**config.mk**
```make
export PLATFORM = sky130hd
export DESIGN_NAME = spi3w_ctrl
export DESIGN_NICKNAME = d
export VERILOG_FILES = /design/src/rtl/spi3w_pkg.sv /design/src/rtl/spi3w_sync.sv /design/src/rtl/spi3w_frame.sv /design/src/rtl/spi3w_regs.sv /design/src/rtl/spi3w_ctrl.sv
export SDC_FILE = /design/constraint.sdc
export NUM_CORES = 1
export LEC_CHECK = 0
export ABC_AREA = 1
export BUFFER_PORTS_ARGS = -buffer_cell sky130_fd_sc_hd__clkbuf_2
export CELL_PAD_IN_SITES_DETAIL_PLACEMENT = 2
export CELL_PAD_IN_SITES_GLOBAL_PLACEMENT = 2
export CORE_UTILIZATION = 38
export CTS_BUF_LIST = sky130_fd_sc_hd__clkbuf_2 sky130_fd_sc_hd__clkbuf_4 sky130_fd_sc_hd__clkbuf_8
export DETAILED_ROUTE_END_ITERATION = 10
export PLACE_DENSITY_LB_ADDON = 0.1
export SLEW_MARGIN = 20
export SYNTH_ARGS = -nofsm -noshare
export SYNTH_HDL_FRONTEND = slang
export SYNTH_SLANG_ARGS = --single-unit
```
**constraint.sdc**
```tcl
create_clock -name clk_i -period 2.15 [get_ports clk_i]
set_clock_uncertainty 0.1 [all_clocks]
set_input_delay 0.43 -clock clk_i [delete_from_list [all_inputs] [get_ports clk_i]]
set_output_delay 0.43 -clock clk_i [all_outputs]
set_load 0.03 [all_outputs]
```
**src/rtl/spi3w_pkg.sv**
```systemverilog
package spi3w_pkg;
  localparam int INSTR_W   = 16;
  localparam int DATA_W    = 8;
  localparam int ADDR_W    = INSTR_W - 1;
  localparam int FRAME_LEN = INSTR_W + DATA_W;

  localparam logic [ADDR_W-1:0] A_CFG = 15'h000;
  localparam logic [ADDR_W-1:0] A_GEN = 15'h010;
  localparam logic [ADDR_W-1:0] A_FTW = 15'h020;
  localparam logic [ADDR_W-1:0] A_PH  = 15'h028;
  localparam logic [ADDR_W-1:0] A_UPD = 15'h030;
endpackage

```
**src/rtl/spi3w_sync.sv**
```systemverilog
module spi3w_sync #(
  parameter int          W       = 3,
  parameter int          STAGES  = 2,
  parameter logic [W-1:0] RST_VAL = '0
) (
  input  logic         clk_i,
  input  logic         rst_ni,
  input  logic [W-1:0] d_i,
  output logic [W-1:0] q_o
);
  logic [STAGES-1:0][W-1:0] st_q;

  always_ff @(posedge clk_i or negedge rst_ni) begin
    if (!rst_ni) st_q <= {STAGES{RST_VAL}};
    else         st_q <= {st_q[STAGES-2:0], d_i};
  end

  assign q_o = st_q[STAGES-1];
endmodule

```
**src/rtl/spi3w_frame.sv**
```systemverilog
module spi3w_frame
  import spi3w_pkg::*;
(
  input  logic              clk_i,
  input  logic              rst_ni,
  input  logic              cs_n_i,
  input  logic              sck_i,
  input  logic              sdi_i,
  input  logic              lsb_first_i,
  input  logic [DATA_W-1:0] rd_data_i,
  output logic [ADDR_W-1:0] addr_o,
  output logic              wr_en_o,
  output logic [DATA_W-1:0] wr_data_o,
  output logic              sdo_o,
  output logic              sdo_oe_o
);
  localparam int CNT_W = $clog2(FRAME_LEN + 1);
  localparam logic [CNT_W-1:0] C_INSTR  = CNT_W'(INSTR_W);
  localparam logic [CNT_W-1:0] C_LAST_I = CNT_W'(INSTR_W - 1);
  localparam logic [CNT_W-1:0] C_END    = CNT_W'(FRAME_LEN);
  localparam logic [CNT_W-1:0] C_LAST_D = CNT_W'(FRAME_LEN - 1);

  logic               sck_q, rise, fall, in_instr, in_data, rd_q;
  logic [CNT_W-1:0]   cnt_q;
  logic [INSTR_W-1:0] sh_q, sh_nxt;
  logic [DATA_W-1:0]  dat_q, dat_nxt, rbuf_q;
  logic [2:0]         bidx, oidx;

  assign rise     = sck_i & ~sck_q;
  assign fall     = ~sck_i & sck_q;
  assign in_instr = cnt_q < C_INSTR;
  assign in_data  = !in_instr && (cnt_q < C_END);
  assign sh_nxt   = lsb_first_i ? {sdi_i, sh_q[INSTR_W-1:1]} : {sh_q[INSTR_W-2:0], sdi_i};
  assign dat_nxt  = lsb_first_i ? {sdi_i, dat_q[DATA_W-1:1]} : {dat_q[DATA_W-2:0], sdi_i};
  assign bidx     = 3'(cnt_q - C_INSTR);
  assign oidx     = lsb_first_i ? bidx : 3'd7 - bidx;
  assign sdo_oe_o = !cs_n_i && rd_q && !in_instr;

  always_ff @(posedge clk_i or negedge rst_ni) begin
    if (!rst_ni) begin
      sck_q     <= 1'b0;
      cnt_q     <= '0;
      sh_q      <= '0;
      dat_q     <= '0;
      rbuf_q    <= '0;
      rd_q      <= 1'b0;
      addr_o    <= '0;
      wr_en_o   <= 1'b0;
      wr_data_o <= '0;
      sdo_o     <= 1'b0;
    end else begin
      sck_q   <= sck_i;
      wr_en_o <= 1'b0;
      if (cs_n_i) begin
        cnt_q <= '0;
        rd_q  <= 1'b0;
      end else begin
        if (rise && cnt_q < C_END) begin
          cnt_q <= cnt_q + 1'b1;
          if (in_instr) begin
            sh_q <= sh_nxt;
            if (cnt_q == C_LAST_I) begin
              rd_q   <= sh_nxt[INSTR_W-1];
              addr_o <= sh_nxt[ADDR_W-1:0];
            end
          end else begin
            dat_q <= dat_nxt;
            if (cnt_q == C_LAST_D && !rd_q) begin
              wr_en_o   <= 1'b1;
              wr_data_o <= dat_nxt;
            end
          end
        end
        // launch read bits on falling edges; capture the byte at the first one
        if (fall && rd_q && in_data) begin
          if (cnt_q == C_INSTR) begin
            rbuf_q <= rd_data_i;
            sdo_o  <= rd_data_i[oidx];
          end else begin
            sdo_o  <= rbuf_q[oidx];
          end
        end
      end
    end
  end

  p_cnt_bound_r3: assert property (@(posedge clk_i) disable iff (!rst_ni)
    cnt_q <= C_END);
  p_wr_at_end_r4: assert property (@(posedge clk_i) disable iff (!rst_ni)
    wr_en_o |-> (cnt_q == C_END) && !rd_q);
  p_oe_after_instr_r5: assert property (@(posedge clk_i) disable iff (!rst_ni)
    $rose(sdo_oe_o) |-> $past(cnt_q) >= C_LAST_I);
endmodule

```
**src/rtl/spi3w_regs.sv**
```systemverilog
module spi3w_regs
  import spi3w_pkg::*;
#(
  parameter int N_GEN     = 4,
  parameter int FTW_BYTES = 4,
  parameter int PH_BYTES  = 2
) (
  input  logic                    clk_i,
  input  logic                    rst_ni,
  input  logic                    wr_en_i,
  input  logic [ADDR_W-1:0]       wr_addr_i,
  input  logic [DATA_W-1:0]       wr_data_i,
  input  logic [ADDR_W-1:0]       rd_addr_i,
  output logic [DATA_W-1:0]       rd_data_o,
  output logic                    lsb_first_o,
  output logic [N_GEN*8-1:0]      gen_o,
  output logic [FTW_BYTES*8-1:0]  ftw_o,
  output logic [PH_BYTES*8-1:0]   ph_o
);
  logic lsb_q, upd_q;
  logic [N_GEN-1:0][7:0]     gen_w;
  logic [FTW_BYTES-1:0][7:0] ftw_pend_w, ftw_act_w;
  logic [PH_BYTES-1:0][7:0]  ph_pend_w, ph_act_w;

  always_ff @(posedge clk_i or negedge rst_ni) begin
    if (!rst_ni) begin
      lsb_q <= 1'b0;
      upd_q <= 1'b0;
    end else begin
      if (wr_en_i && wr_addr_i == A_CFG) lsb_q <= wr_data_i[0];
      upd_q <= wr_en_i && wr_addr_i == A_UPD && wr_data_i[0];
    end
  end

  for (genvar g = 0; g < N_GEN; g++) begin : g_gen
    logic [7:0] q;
    always_ff @(posedge clk_i or negedge rst_ni) begin
      if (!rst_ni) q <= '0;
      else if (wr_en_i && wr_addr_i == A_GEN + ADDR_W'(g)) q <= wr_data_i;
    end
    assign gen_w[g] = q;
  end

  for (genvar k = 0; k < FTW_BYTES; k++) begin : g_ftw
    logic [7:0] pend_q, act_q;
    always_ff @(posedge clk_i or negedge rst_ni) begin
      if (!rst_ni) begin
        pend_q <= '0;
        act_q  <= '0;
      end else begin
        if (wr_en_i && wr_addr_i == A_FTW + ADDR_W'(k)) pend_q <= wr_data_i;
        if (upd_q) act_q <= pend_q;
      end
    end
    assign ftw_pend_w[k] = pend_q;
    assign ftw_act_w[k]  = act_q;
  end

  for (genvar k = 0; k < PH_BYTES; k++) begin : g_ph
    logic [7:0] pend_q, act_q;
    always_ff @(posedge clk_i or negedge rst_ni) begin
      if (!rst_ni) begin
        pend_q <= '0;
        act_q  <= '0;
      end else begin
        if (wr_en_i && wr_addr_i == A_PH + ADDR_W'(k)) pend_q <= wr_data_i;
        if (upd_q) act_q <= pend_q;
      end
    end
    assign ph_pend_w[k] = pend_q;
    assign ph_act_w[k]  = act_q;
  end

  always_comb begin
    rd_data_o = '0;
    if (rd_addr_i == A_CFG) rd_data_o = {7'd0, lsb_q};
    if (rd_addr_i == A_UPD) rd_data_o = {7'd0, upd_q};
    for (int g = 0; g < N_GEN; g++)
      if (rd_addr_i == A_GEN + ADDR_W'(g)) rd_data_o = gen_w[g];
    for (int k = 0; k < FTW_BYTES; k++)
      if (rd_addr_i == A_FTW + ADDR_W'(k)) rd_data_o = ftw_pend_w[k];
    for (int k = 0; k < PH_BYTES; k++)
      if (rd_addr_i == A_PH + ADDR_W'(k)) rd_data_o = ph_pend_w[k];
  end

  assign lsb_first_o = lsb_q;
  assign gen_o       = gen_w;
  assign ftw_o       = ftw_act_w;
  assign ph_o        = ph_act_w;

  p_wr_single_r4: assert property (@(posedge clk_i) disable iff (!rst_ni)
    wr_en_i |=> !wr_en_i);
  p_upd_selfclear_r10: assert property (@(posedge clk_i) disable iff (!rst_ni)
    upd_q |=> !upd_q);
  p_active_hold_r9: assert property (@(posedge clk_i) disable iff (!rst_ni)
    !upd_q |=> $stable(ftw_o) && $stable(ph_o));
endmodule

```
**src/rtl/spi3w_ctrl.sv**
```systemverilog
module spi3w_ctrl
  import spi3w_pkg::*;
#(
  parameter int N_GEN       = 4,
  parameter int FTW_BYTES   = 4,
  parameter int PH_BYTES    = 2,
  parameter int SYNC_STAGES = 2
) (
  input  logic                   clk_i,
  input  logic                   rst_ni,
  input  logic                   cs_ni,
  input  logic                   sck_i,
  input  logic                   sdio_i,
  output logic                   sdio_o,
  output logic                   sdio_oe_o,
  output logic [N_GEN*8-1:0]     gen_o,
  output logic [FTW_BYTES*8-1:0] ftw_o,
  output logic [PH_BYTES*8-1:0]  phase_o
);
  logic [2:0]        pins_s;
  logic              lsb_first, wr_en;
  logic [ADDR_W-1:0] addr;
  logic [DATA_W-1:0] wr_data, rd_data;

  spi3w_sync #(.W(3), .STAGES(SYNC_STAGES), .RST_VAL(3'b100)) u_sync (
    .clk_i (clk_i),
    .rst_ni(rst_ni),
    .d_i   ({cs_ni, sck_i, sdio_i}),
    .q_o   (pins_s)
  );

  spi3w_frame u_frame (
    .clk_i      (clk_i),
    .rst_ni     (rst_ni),
    .cs_n_i     (pins_s[2]),
    .sck_i      (pins_s[1]),
    .sdi_i      (pins_s[0]),
    .lsb_first_i(lsb_first),
    .rd_data_i  (rd_data),
    .addr_o     (addr),
    .wr_en_o    (wr_en),
    .wr_data_o  (wr_data),
    .sdo_o      (sdio_o),
    .sdo_oe_o   (sdio_oe_o)
  );

  spi3w_regs #(.N_GEN(N_GEN), .FTW_BYTES(FTW_BYTES), .PH_BYTES(PH_BYTES)) u_regs (
    .clk_i      (clk_i),
    .rst_ni     (rst_ni),
    .wr_en_i    (wr_en),
    .wr_addr_i  (addr),
    .wr_data_i  (wr_data),
    .rd_addr_i  (addr),
    .rd_data_o  (rd_data),
    .lsb_first_o(lsb_first),
    .gen_o      (gen_o),
    .ftw_o      (ftw_o),
    .ph_o       (phase_o)
  );

  p_oe_released_r6: assert property (@(posedge clk_i) disable iff (!rst_ni)
    pins_s[2] |-> !sdio_oe_o);
endmodule

```
After elaboration in Yosys (flattened, before gate mapping)
Cells that the tools add are included.
- memories kept: 0
- word-level logic and storage cells: 120
- bits in writable memories: 0
- output and inout port bits: 82
- bits in registers: 200
- input bits: 5
- memory bits (read-only): 0
- bits in latches: 0
- magnitude comparators: 3
- multiplexer cells: 30
- reduce and logical (&&, ||, !) cells: 34
- shift operators: 0
- bitwise operators: 6
- divide/modulo/power cells: 0
- equal/unequal tests: 14
- multiply operators: 0
- add/subtract/negate cells: 3
- operators by type and width (operator ; number):
    15-bit by 6-bit equality test with 1-bit output (second input constant) ; 7
    8-bit two-way mux ; 11
    15-bit by 5-bit equality test with 1-bit output (second input constant) ; 4
    1-bit logical AND ; 20
    16-bit two-way mux ; 1
    15-bit logical NOT ; 1
    1-bit two-way mux ; 13
    3-bit AND reduction ; 4
    5-bit equality test (second input constant) ; 2
    5-bit less-than comparator (second input constant) ; 2
    5-bit two-way mux ; 2
    4-bit AND reduction ; 2
    1-bit binary-select mux with 3-bit select ; 2
    2-bit nonzero test ; 3
    5-bit by 1-bit adder with 5-bit output (second input constant) ; 1
    5-bit by 4-bit equality test with 1-bit output (second input constant) ; 1
    3-bit by 4-bit less-than comparator with 1-bit output (second input constant) ; 1
    1-bit NOT ; 4
    1-bit logical NOT ; 3
    3-bit two-way mux ; 1
    3-bit by 1-bit subtractor with 3-bit output (second input constant) ; 1
    3-bit subtractor (first input constant) ; 1
    1-bit AND ; 2
    2-bit AND reduction ; 1

Logic depth before layout (Yosys ltp)
Gate-level depths: netlist of the first run.
- word-level depth: 16
- mapped depth: 22
- depth with buffers taken out: 22

Modules after synthesis
A second synthesis of the first run with hierarchy kept.
- cells, all modules: 1029
- area total of the unflattened synthesis: 9241.4 µm²
- by module, submodules not included (module ; sequential area each (µm²) ; cells each ; area an instance (µm²) ; times used):
    spi3w_regs ; 3253.1 ; 658 ; 5948.2 ; 1
    spi3w_frame ; 1601.5 ; 362 ; 3118.0 ; 1
    spi3w_sync ; 152.6 ; 9 ; 175.2 ; 1

Least setup slack after synthesis of the first run
Ideal clock, no wire load.
- path type: register to register
- start: register u_frame.cnt_q[4]
- end: register u_frame.rbuf_q[0]
- required time: 1.917 ns
- cell stages (with the launch flop): 7
- arrival: 1.746 ns
- buffers on the path: 1
- library setup time: 0.133 ns
- period minus slack after synthesis: 1.979 ns
- setup slack: 0.171 ns
- cells stage by stage: dfrtp_1 -> clkinv_1 -> nor2_1 -> nand4_1 -> nor2_1 -> clkbuf_1 -> o21ai_0
- word-level cells in the longest chain between the ends: 5
- elaborated cells on any way between the ends: 7
- classes of those cells: order compare (2); eq/ne (1); reduce/logical (4)
- RTL lines (what ; RTL line ; text):
    start, declared ; spi3w_frame.sv:24 ; logic [CNT_W-1:0] cnt_q;
    start signal, assigned ; spi3w_frame.sv:59 ; cnt_q <= cnt_q + 1'b1;
    5-bit less-than comparator ; spi3w_frame.sv:31 ; assign in_instr = cnt_q < C_INSTR;
    1-bit logical NOT ; spi3w_frame.sv:32 ; assign in_data = !in_instr && (cnt_q < C_END);
    1-bit logical AND ; spi3w_frame.sv:32 ;
    1-bit logical AND ; spi3w_frame.sv:75 ; if (fall && rd_q && in_data) begin
    3-bit AND reduction (no line) * ; - ;
    end signal, assigned ; spi3w_frame.sv:77 ; rbuf_q <= rd_data_i;
    end, declared ; spi3w_frame.sv:26 ; logic [DATA_W-1:0] dat_q, dat_nxt, rbuf_q;
Mark *: on every way between the ends. The rest lies on a longest branch, timed or not.
A chain may end at the register's enable or synchronous reset.

Final worst setup path of the first run
- start: register u_frame.addr_o[14]
- end: register u_frame.sdo_o
- word-level cells in the longest chain between the ends: 16
- elaborated cells on any way between the ends: 27
- classes of those cells: eq/ne (11); mux (15); reduce/logical (1)
- RTL lines (what ; RTL line ; text):
    start, declared ; spi3w_frame.sv:11 ; output logic [ADDR_W-1:0] addr_o,
    start signal, assigned ; spi3w_frame.sv:64 ; addr_o <= sh_nxt[ADDR_W-1:0];
    15-bit logical NOT ; spi3w_regs.sv:76 ; if (rd_addr_i == A_CFG) rd_data_o = {7'd0, lsb_q};
    1-bit two-way mux ; spi3w_regs.sv:76 ;
    1-bit two-way mux ; spi3w_regs.sv:77 ; if (rd_addr_i == A_UPD) rd_data_o = {7'd0, upd_q};
    8-bit two-way mux (4 in a row) ; spi3w_regs.sv:79 ; if (rd_addr_i == A_GEN + ADDR_W'(g)) rd_data_o = gen_w[g];
    8-bit two-way mux (4 in a row) ; spi3w_regs.sv:81 ; if (rd_addr_i == A_FTW + ADDR_W'(k)) rd_data_o = ftw_pend_w[k];
    8-bit two-way mux ; spi3w_regs.sv:83 ; if (rd_addr_i == A_PH + ADDR_W'(k)) rd_data_o = ph_pend_w[k];
    8-bit two-way mux * ; spi3w_regs.sv:83 ;
    1-bit binary-select mux with 3-bit select * ; spi3w_frame.sv:78 ; sdo_o <= rd_data_i[oidx];
    1-bit two-way mux (not written as such) * ; spi3w_frame.sv:78 ;
    1-bit two-way mux * ; spi3w_frame.sv:76 ; if (cnt_q == C_INSTR) begin
    end signal, assigned ; spi3w_frame.sv:78 ;
    end signal, assigned ; spi3w_frame.sv:80 ; sdo_o <= rbuf_q[oidx];
    end, declared ; spi3w_frame.sv:14 ; output logic sdo_o,
Mark *: on every way between the ends. The rest lies on a longest branch, timed or not. The select of a mux whose other input is x is not followed.

==> results.json, run 1 <==
{
  "status": "complete, but fails checks",
  "violations": "setup timing",
  "synth_cells": 928,
  "die_h_um": 153,
  "syn_area_um2": 8670,
  "holdCritPathClass": "reg -> reg",
  "postRouteAntennaNets": 0,
  "powerDensity_nw_per_um2": 610,
  "syn_to_final_growth_pct": 24.2,
  "rsz0062_at_grt": "true",
  "period_needed_ns": 2.65,
  "drt_iter0_markers": 270,
  "crit_chain": "nor2_1 -> nand2_1 -> nor2_4 -> buf_12 -> buf_6 -> buf_16 -> nand3_2 -> nand4_1 -> nor2_2 -> nand4_1 -> nor2_1 -> nand4_1 -> nand2_1 -> nand2_1 -> nand2_1 -> nand2_1 -> nand2_1 -> nand2_1 -> nand2_1 -> nand2_1 -> nand2_1 -> nand2_1",
  "p_total_w": 0.00657,
  "hold_viol_final": 0,
  "drive_above_1_share_pct": 31.7,
  "period_share_pct": 123,
  "max-slew-margin-rel_pct": 50.3,
  "drtPass1Iterations": 5,
  "clock-sinks": 200,
  "ys.flop_type": "dfrtp_1",
  "grt_usage_pct": 25.6,
  "syn_nets": 936,
  "worst_slack_ns": -0.498,
  "synth.area.mux_share_pct": 6.89,
  "htreeDepth": 4,
  "cts_tree": "yes",
  "end_kind": "register",
  "place_congestion": 0.827,
  "critPathKind": "reg -> reg",
  "tightestPinTransition_ns": 0.744,
  "maxCapViolations": 0,
  "drc": 0,
  "synth-edff-count": 0,
  "synthDistinctLibCells": 33,
  "synth_compound_area_share_pct": 9.76,
  "row_count": 54,
  "grt_max_degree": 56,
  "port_buffers": 86,
  "synth_top_family_by_area": "simple AND/OR/NAND/NOR gates",
  "power.leakage_nw": 5.15,
  "synth_xor_area_share_pct": 0.303,
  "crit_family": "simple AND/OR/NAND/NOR gates",
  "core_um2": 22100,
  "slowest_delay_ns": 0.37,
  "ys_warn_count": 0,
  "root_buffer": "clkbuf_8",
  "io-pin-count": 87,
  "synth-simple-area-share_pct": 19.7,
  "initial_core_util_pct": 39.2,
  "finalSetupViolCount": 27,
  "final_common_cell": "nand2_1",
  "required_ns": 2.43,
  "synth_fa_ha_area_share_pct": 0.433,
  "critPathArrivalTime_ns": 2.93,
  "slew_viol_final": 0,
  "grt-ovfl-total": 0,
  "antennaDiodeCount": 0,
  "max_freq_ghz": 0.378,
  "avgViaCountPerCell": 5.42,
  "cp_slowest_cell": "dfrtp_1",
  "peakVddDrop_uv": 352,
  "cts-buffers-inserted": 17,
  "totalWireLength_mm": 30.0,
  "layout.nets": 1084,
  "dieArea_um2": 23400,
  "first_global_vias": 7952,
  "grt_pass1_wl_mm": 45.6,
  "cp_common_cell": "nand2_1",
  "clock_path_buffers": 2,
  "layout_common_cells": "nand2_1, dfrtp_1, o21ai_0",
  "avgSynthCellArea_um2": 9.34,
  "timing.hold.ws_ns": 0.261,
  "synth_seq_cells": 200,
  "die_x_um": 153,
  "antenna_found_initial": 0,
  "crit_buf_inv": 3,
  "crit_fanout": 8,
  "seq_area_frac_synth_pct": 57.8,
  "cp-start-kind": "register",
  "wl_per_cell_um": 21.9,
  "clk_pin_slew_worst_paths_ns": 0.11,
  "dpl.hpwl_mm": 19.6,
  "num_vias": 7409,
  "async_flop_share_pct": 100,
  "clkLatencyLatePin_ns": 0.49
}
## per-stage QoR
stage	area (um^2)	cells	setup WS, ns	TNS, ns	utilization [%]
CTS	10400	1352	-0.295	-2.66	46.9
detailed placement	9730	1307	-0.277	-2.61	44.0
global route	10800	1368	-0.615	-7.64	48.7
global placement	9730	1307	-0.131	-0.132	44.0
floorplan	8670	928	0.171	0	-
finish	10800	1368	-0.498	-2.01	48.7
## cell families after synthesis
kind of cell,after synthesis
XOR/XNOR,3
AO/OA/AOI/OAI,167
multiplexers,53
flip-flops,200
adder cells (fa/ha/maj),3
buffers and inverters,112
AND/OR/NAND/NOR,390
## layout make-up
| type | count | area (um^2) |
|---|---|---|
| Tap cell | 280 | 350 |
| Inverter | 69 | 262 |
| Sequential cell | 200 | 5010 |
| Timing Repair Buffer | 167 | 1200 |
| Multi-Input combinational cell | 621 | 3550 |
| Clock inverter | 14 | 160 |
| Fill cell | 2349 | 11300 |
| Clock buffer | 17 | 234 |
## report_power, final
part	internal (W)	leakage (nW)	switching, W
registers	0.00381	2.77	0.0000245
clock network	0.000967	0.191	0.00154
logic	0.0000578	2.20	0.000170
## worst paths after layout
path / to / slack, ns / depth (start not counted) / from
max in group asynchronous: u_frame.sdo_o / 0.91 / 3 / rst_ni
max reg2reg: u_frame.sdo_o / -0.50 / 22 / u_frame.addr_o[14]
min reg2reg: u_sync.q_o[0] / 0.26 / 0 / u_sync.st_q[0]
min: u_sync.q_o[0] / 0.26 / 0 / u_sync.st_q[0]
min in group asynchronous: u_regs.g_gen[2].q[1] / 0.33 / 2 / rst_ni
max: u_frame.sdo_o / -0.50 / 22 / u_frame.addr_o[14]
## synthesized netlist by cell type, types with 2 or more instances
master | count | area [um^2]
nor2_1 | 46 | 173
clkbuf_1 | 34 | 128
nand2_2 | 4 | 25.0
dfrtp_1 | 198 | 4950
o22ai_1 | 2 | 12.5
ha_1 | 3 | 37.5
nor4_1 | 3 | 18.8
and3_1 | 7 | 43.8
xor2_1 | 2 | 17.5
nor3_1 | 4 | 20.0
dfstp_2 | 2 | 52.6
o21ai_0 | 151 | 756
nor3_2 | 3 | 30.0
buf_4 | 4 | 30.0
nor2_4 | 4 | 45.0
buf_2 | 3 | 15.0
nand2_1 | 248 | 931
nand4_1 | 21 | 131
nor2_2 | 5 | 31.3
inv_2 | 3 | 11.3
a21oi_1 | 12 | 60.1
clkinv_1 | 2 | 7.51
inv_1 | 64 | 240
nand3_1 | 42 | 210
mux2_2 | 53 | 597
## worst register-to-register path, stage by stage (launching register included)
cell	delay, ns
dfrtp_1	0.37
nor2_1	0.06
nand2_1	0.11
nor2_4	0.05
buf_12	0.14
buf_6	0.12
buf_16	0.13
nand3_2	0.07
nand4_1	0.13
nor2_2	0.16
nand4_1	0.10
nor2_1	0.16
nand4_1	0.17
nand2_1	0.12
nand2_1	0.07
nand2_1	0.06
nand2_1	0.04
nand2_1	0.06
nand2_1	0.06
nand2_1	0.08
nand2_1	0.06
nand2_1	0.08
nand2_1	0.05
## layer usage
metal	part of all wire, %	wire length, um	GRT usage (%)
met5	0	0	0
met4	1.9	561	6.97
met3	3.7	1100	4.25
met2	51	15300	43.9
met1	44	13100	33.3
## flip-flops by register name (all words and copies together), names as in the netlist
| register | flops |
|---|---|
| u_frame.addr_o | 15 |
| u_frame.cnt_q | 5 |
| u_frame.dat_q | 8 |
| u_frame.rbuf_q | 8 |
| u_frame.rd_q | 1 |
| u_frame.sck_q | 1 |
| u_frame.sdo_o | 1 |
| u_frame.sh_q | 16 |
| u_frame.wr_data_o | 8 |
| u_frame.wr_en_o | 1 |
| u_regs.g_ftw.act_q | 32 |
| u_regs.g_ftw.pend_q | 32 |
| u_regs.g_gen.q | 32 |
| u_regs.g_ph.act_q | 16 |
| u_regs.g_ph.pend_q | 16 |
| u_regs.lsb_first_o | 1 |
| u_regs.upd_q | 1 |
| u_sync.q_o | 3 |
| u_sync.st_q | 3 |
## repair_timing
action	4_1_cts	5_1_grt
endpoints found under the setup margin	37	98
gates resized for setup	39	86
endpoints found under the hold margin	45	0
gates cloned	4	4
pin swaps	12	34
buffers inserted	6	12
hold buffers	4	0
Power figures use the tool's default switching activity.
==> run 2: changes to the inputs <==
--- a/config.mk
+++ b/config.mk
@@ -6,10 +6,10 @@
 export NUM_CORES = 1
 export LEC_CHECK = 0
 export ABC_AREA = 1
-export BUFFER_PORTS_ARGS = -buffer_cell sky130_fd_sc_hd__clkbuf_2
+export BUFFER_PORTS_ARGS = -buffer_cell sky130_fd_sc_hd__buf_2
 export CELL_PAD_IN_SITES_DETAIL_PLACEMENT = 2
 export CELL_PAD_IN_SITES_GLOBAL_PLACEMENT = 2
-export CORE_UTILIZATION = 38
+export CORE_UTILIZATION = 35
 export CTS_BUF_LIST = sky130_fd_sc_hd__clkbuf_2 sky130_fd_sc_hd__clkbuf_4 sky130_fd_sc_hd__clkbuf_8
 export DETAILED_ROUTE_END_ITERATION = 10
 export PLACE_DENSITY_LB_ADDON = 0.1
==> constraint.sdc (replaced) <==
create_clock -name clk_i -period 2.25 [get_ports clk_i]
set_clock_uncertainty 0.1 [all_clocks]
set_input_delay 0.45 -clock clk_i [delete_from_list [all_inputs] [get_ports clk_i]]
set_output_delay 0.45 -clock clk_i [all_outputs]
set_load 0.03 [all_outputs]
==> run 2 against run 1 <==
  * The run still ends with setup timing left
  * Register-to-register slack improved by 0.26 ns
  * Die area increased by 8.5%
  * Routed wire length decreased by 5.6%
  * Sequential cell count unchanged
  * Critical path depth decreased by 1
  * Final cell count increased by 3.1%
  * Fmax increased by 6.4%
  * Via count decreased by 2.1%
  * Sequential power decreased by 4%
  * Clock power decreased by 4%
  * Critical path type unchanged
  * Combinational power decreased by 6%
==> results.json, run 2 (synthesized netlist as in run 1, its figures left out) <==
{
  "status": "complete, but fails checks",
  "violations": "setup timing",
  "htreeDepth": 4,
  "crit_fanout": 7,
  "post-place-ws_ns": -0.257,
  "root_buffer": "clkbuf_8",
  "tightestPinTransition_ns": 0.761,
  "dpl.hpwl_mm": 19.9,
  "critPathArrivalTime_ns": 2.77,
  "crit_chain": "nor2_1 -> nand2_1 -> nor2_4 -> clkbuf_16 -> buf_4 -> nand2_1 -> nor2_2 -> nor2_2 -> nand4_1 -> a21oi_2 -> nand4_1 -> nand2_1 -> nand2_1 -> nand2_1 -> nand2_1 -> nand2_1 -> nand2_1 -> nand2_1 -> nand2_1 -> nand2_1 -> nand2_1",
  "core_um2": 24300,
  "r2r_slack_ns": -0.24,
  "worst_slack_ns": -0.239,
  "clock_path_buffers": 2,
  "port_buffers": 86,
  "period_share_pct": 111,
  "drtPass1Iterations": 4,
  "wl_per_cell_um": 20.1,
  "fillers": 2684,
  "cp_slowest_cell": "dfrtp_1",
  "layout.nets": 1080,
  "hold_viol_final": 0,
  "period_needed_ns": 2.49,
  "grt_pass1_wl_mm": 43.6,
  "drive_above_1_share_pct": 29.9,
  "max-slew-margin-rel_pct": 49.2,
  "multi_input_area_um2": 3490,
  "clkLatencyLatePin_ns": 0.49,
  "cts_tree": "yes",
  "syn_to_final_growth_pct": 23.7,
  "final_common_cell": "nand2_1",
  "slowest_delay_ns": 0.37,
  "seq_power_share_pct": 58.4,
  "avgViaCountPerCell": 5.14,
  "first_global_vias": 7574,
  "tns_ns": -0.239,
  "switchingPower_w": 0.00163,
  "maxCapViolations": 0,
  "clock-sinks": 200,
  "max_freq_ghz": 0.402,
  "required_ns": 2.53,
  "p_int_w": 0.00464,
  "combPwrFrac_pct": 3.4,
  "place_congestion": 0.809,
  "cp-start-kind": "register",
  "antenna_found_initial": 0,
  "finalSetupViolCount": 1,
  "totalWireLength_mm": 28.3,
  "reg.largest.list": "u_regs.g_ftw.act_q: 32 flops, u_regs.g_ftw.pend_q: 32 flops, u_regs.g_gen.q: 32 flops",
  "postRouteAntennaNets": 0,
  "power.leakage_nw": 5.21,
  "slew_viol_final": 0,
  "rsz0062_at_grt": "true",
  "timing.hold.ws_ns": 0.263,
  "switching_share_pct": 26.0,
  "cts-buffers-inserted": 17,
  "clockPowerShare_pct": 38.2,
  "holdCritPathClass": "reg -> reg",
  "drt_iter0_markers": 349,
  "end_kind": "register",
  "grt_usage_pct": 22.4,
  "die_x_um": 159,
  "initial_core_util_pct": 35.6,
  "num_vias": 7254,
  "row_count": 57,
  "clk_pin_slew_worst_paths_ns": 0.12,
  "layout_common_cells": "nand2_1, dfrtp_1, o21ai_0",
  "die_h_um": 159,
  "dieArea_um2": 25400,
  "powerDensity_nw_per_um2": 585,
  "grt_max_degree": 56,
  "drc": 0,
  "cp_common_cell": "nand2_1",
  "peakVddDrop_uv": 434,
  "io-pin-count": 87,
  "critPathKind": "reg -> reg",
  "register_area_um2": 5010,
  "grt-ovfl-total": 0
}
-- run 2: changes by cell type in the layout (fill, tap and decap cells not counted), moves of 4 or more --
| cell | before | now |
|---|---|---|
| nand2_2 | 27 | 22 |
| nand2_1 | 219 | 223 |
| buf_2 | 1 | 85 |
| nand3_2 | 10 | 1 |
| buf_6 | 10 | 5 |
| o21ai_1 | 15 | 11 |
| clkbuf_2 | 84 | 0 |
| o21ai_0 | 133 | 139 |
| nand3_1 | 32 | 40 |
-- run 2: power groups by stage --
stage / combinational [W] / clock [W] / sequential (W)
3_3_place_gp: 0.000211 / 0 / 0.00373
6_report: 0.000215 / 0.00240 / 0.00366
3_5_place_dp: 0.000215 / 0 / 0.00373
4_1_cts: 0.000223 / 0.00246 / 0.00366
5_1_grt: 0.000252 / 0.00258 / 0.00367
2_1_floorplan: 0.0000793 / 0 / 0.00372
-- run 2: area by class of cell --
| cell class | instances | area share [%] |
|---|---|---|
| antenna | 1 | 0.0233 |
| clock buffer | 18 | 2.25 |
| clock inverter | 14 | 1.49 |
| inverter | 69 | 2.44 |
| multi-input combinational | 620 | 32.5 |
| sequential | 200 | 46.7 |
| tap | 324 | 3.78 |
| timing repair buffer | 164 | 10.8 |
-- run 2: final timing paths --
check,start,endpoint,cells after the start
hold / removal,u_sync.st_q[0],u_sync.q_o[0],0
setup / recovery,u_frame.addr_o[11],u_frame.sdo_o,21
max in group asynchronous,rst_ni,u_sync.q_o[2],3
min in group asynchronous,rst_ni,u_regs.g_gen[2].q[7],2
setup reg to reg,u_frame.addr_o[11],u_frame.sdo_o,21
hold reg to reg,u_sync.st_q[0],u_sync.q_o[0],0
-- run 2: through the flow --
stage	util, %	power [W]	instances	area [um^2]
3_5_place_dp	40.5	0.00395	1356	9840
5_1_grt	44.1	0.00650	1409	10700
3_3_place_gp	40.5	0.00394	1356	9840
4_1_cts	42.7	0.00635	1398	10400
2_1_floorplan	-	0.00380	928	8670
6_report	44.1	0.00627	1410	10700
-- run 2: critical path: cells and delay by family (launching register included) --
| kind | cells | cell delay [ns] |
|---|---|---|
| AOI/OAI and AO/OA | 1 | 0.17 |
| buffers and inverters | 2 | 0.31 |
| DFF | 1 | 0.37 |
| and+or+nand+nor | 18 | 1.43 |
-- run 2: routing by layer --
metal | up-vias | GRT usage, % | part of all wire [%]
met5 | - | 1.14 | 0
met4 | 0 | 6.21 | 1.5
met3 | 25 | 2.79 | 2.6
met2 | 118 | 37.7 | 50
met1 | 3767 | 30.4 | 46
li1 | 3344 | - | -
-- run 2: what timing repair did --
action                                  4_1_cts  5_1_grt
pin swaps                                     2       30
cloned                                        0        6
hold buffers                                  4        0
endpoints found under the setup margin       42       96
gates resized for setup                      14       79
setup buffers                                 6        6
hold endpoints to repair                     37        0
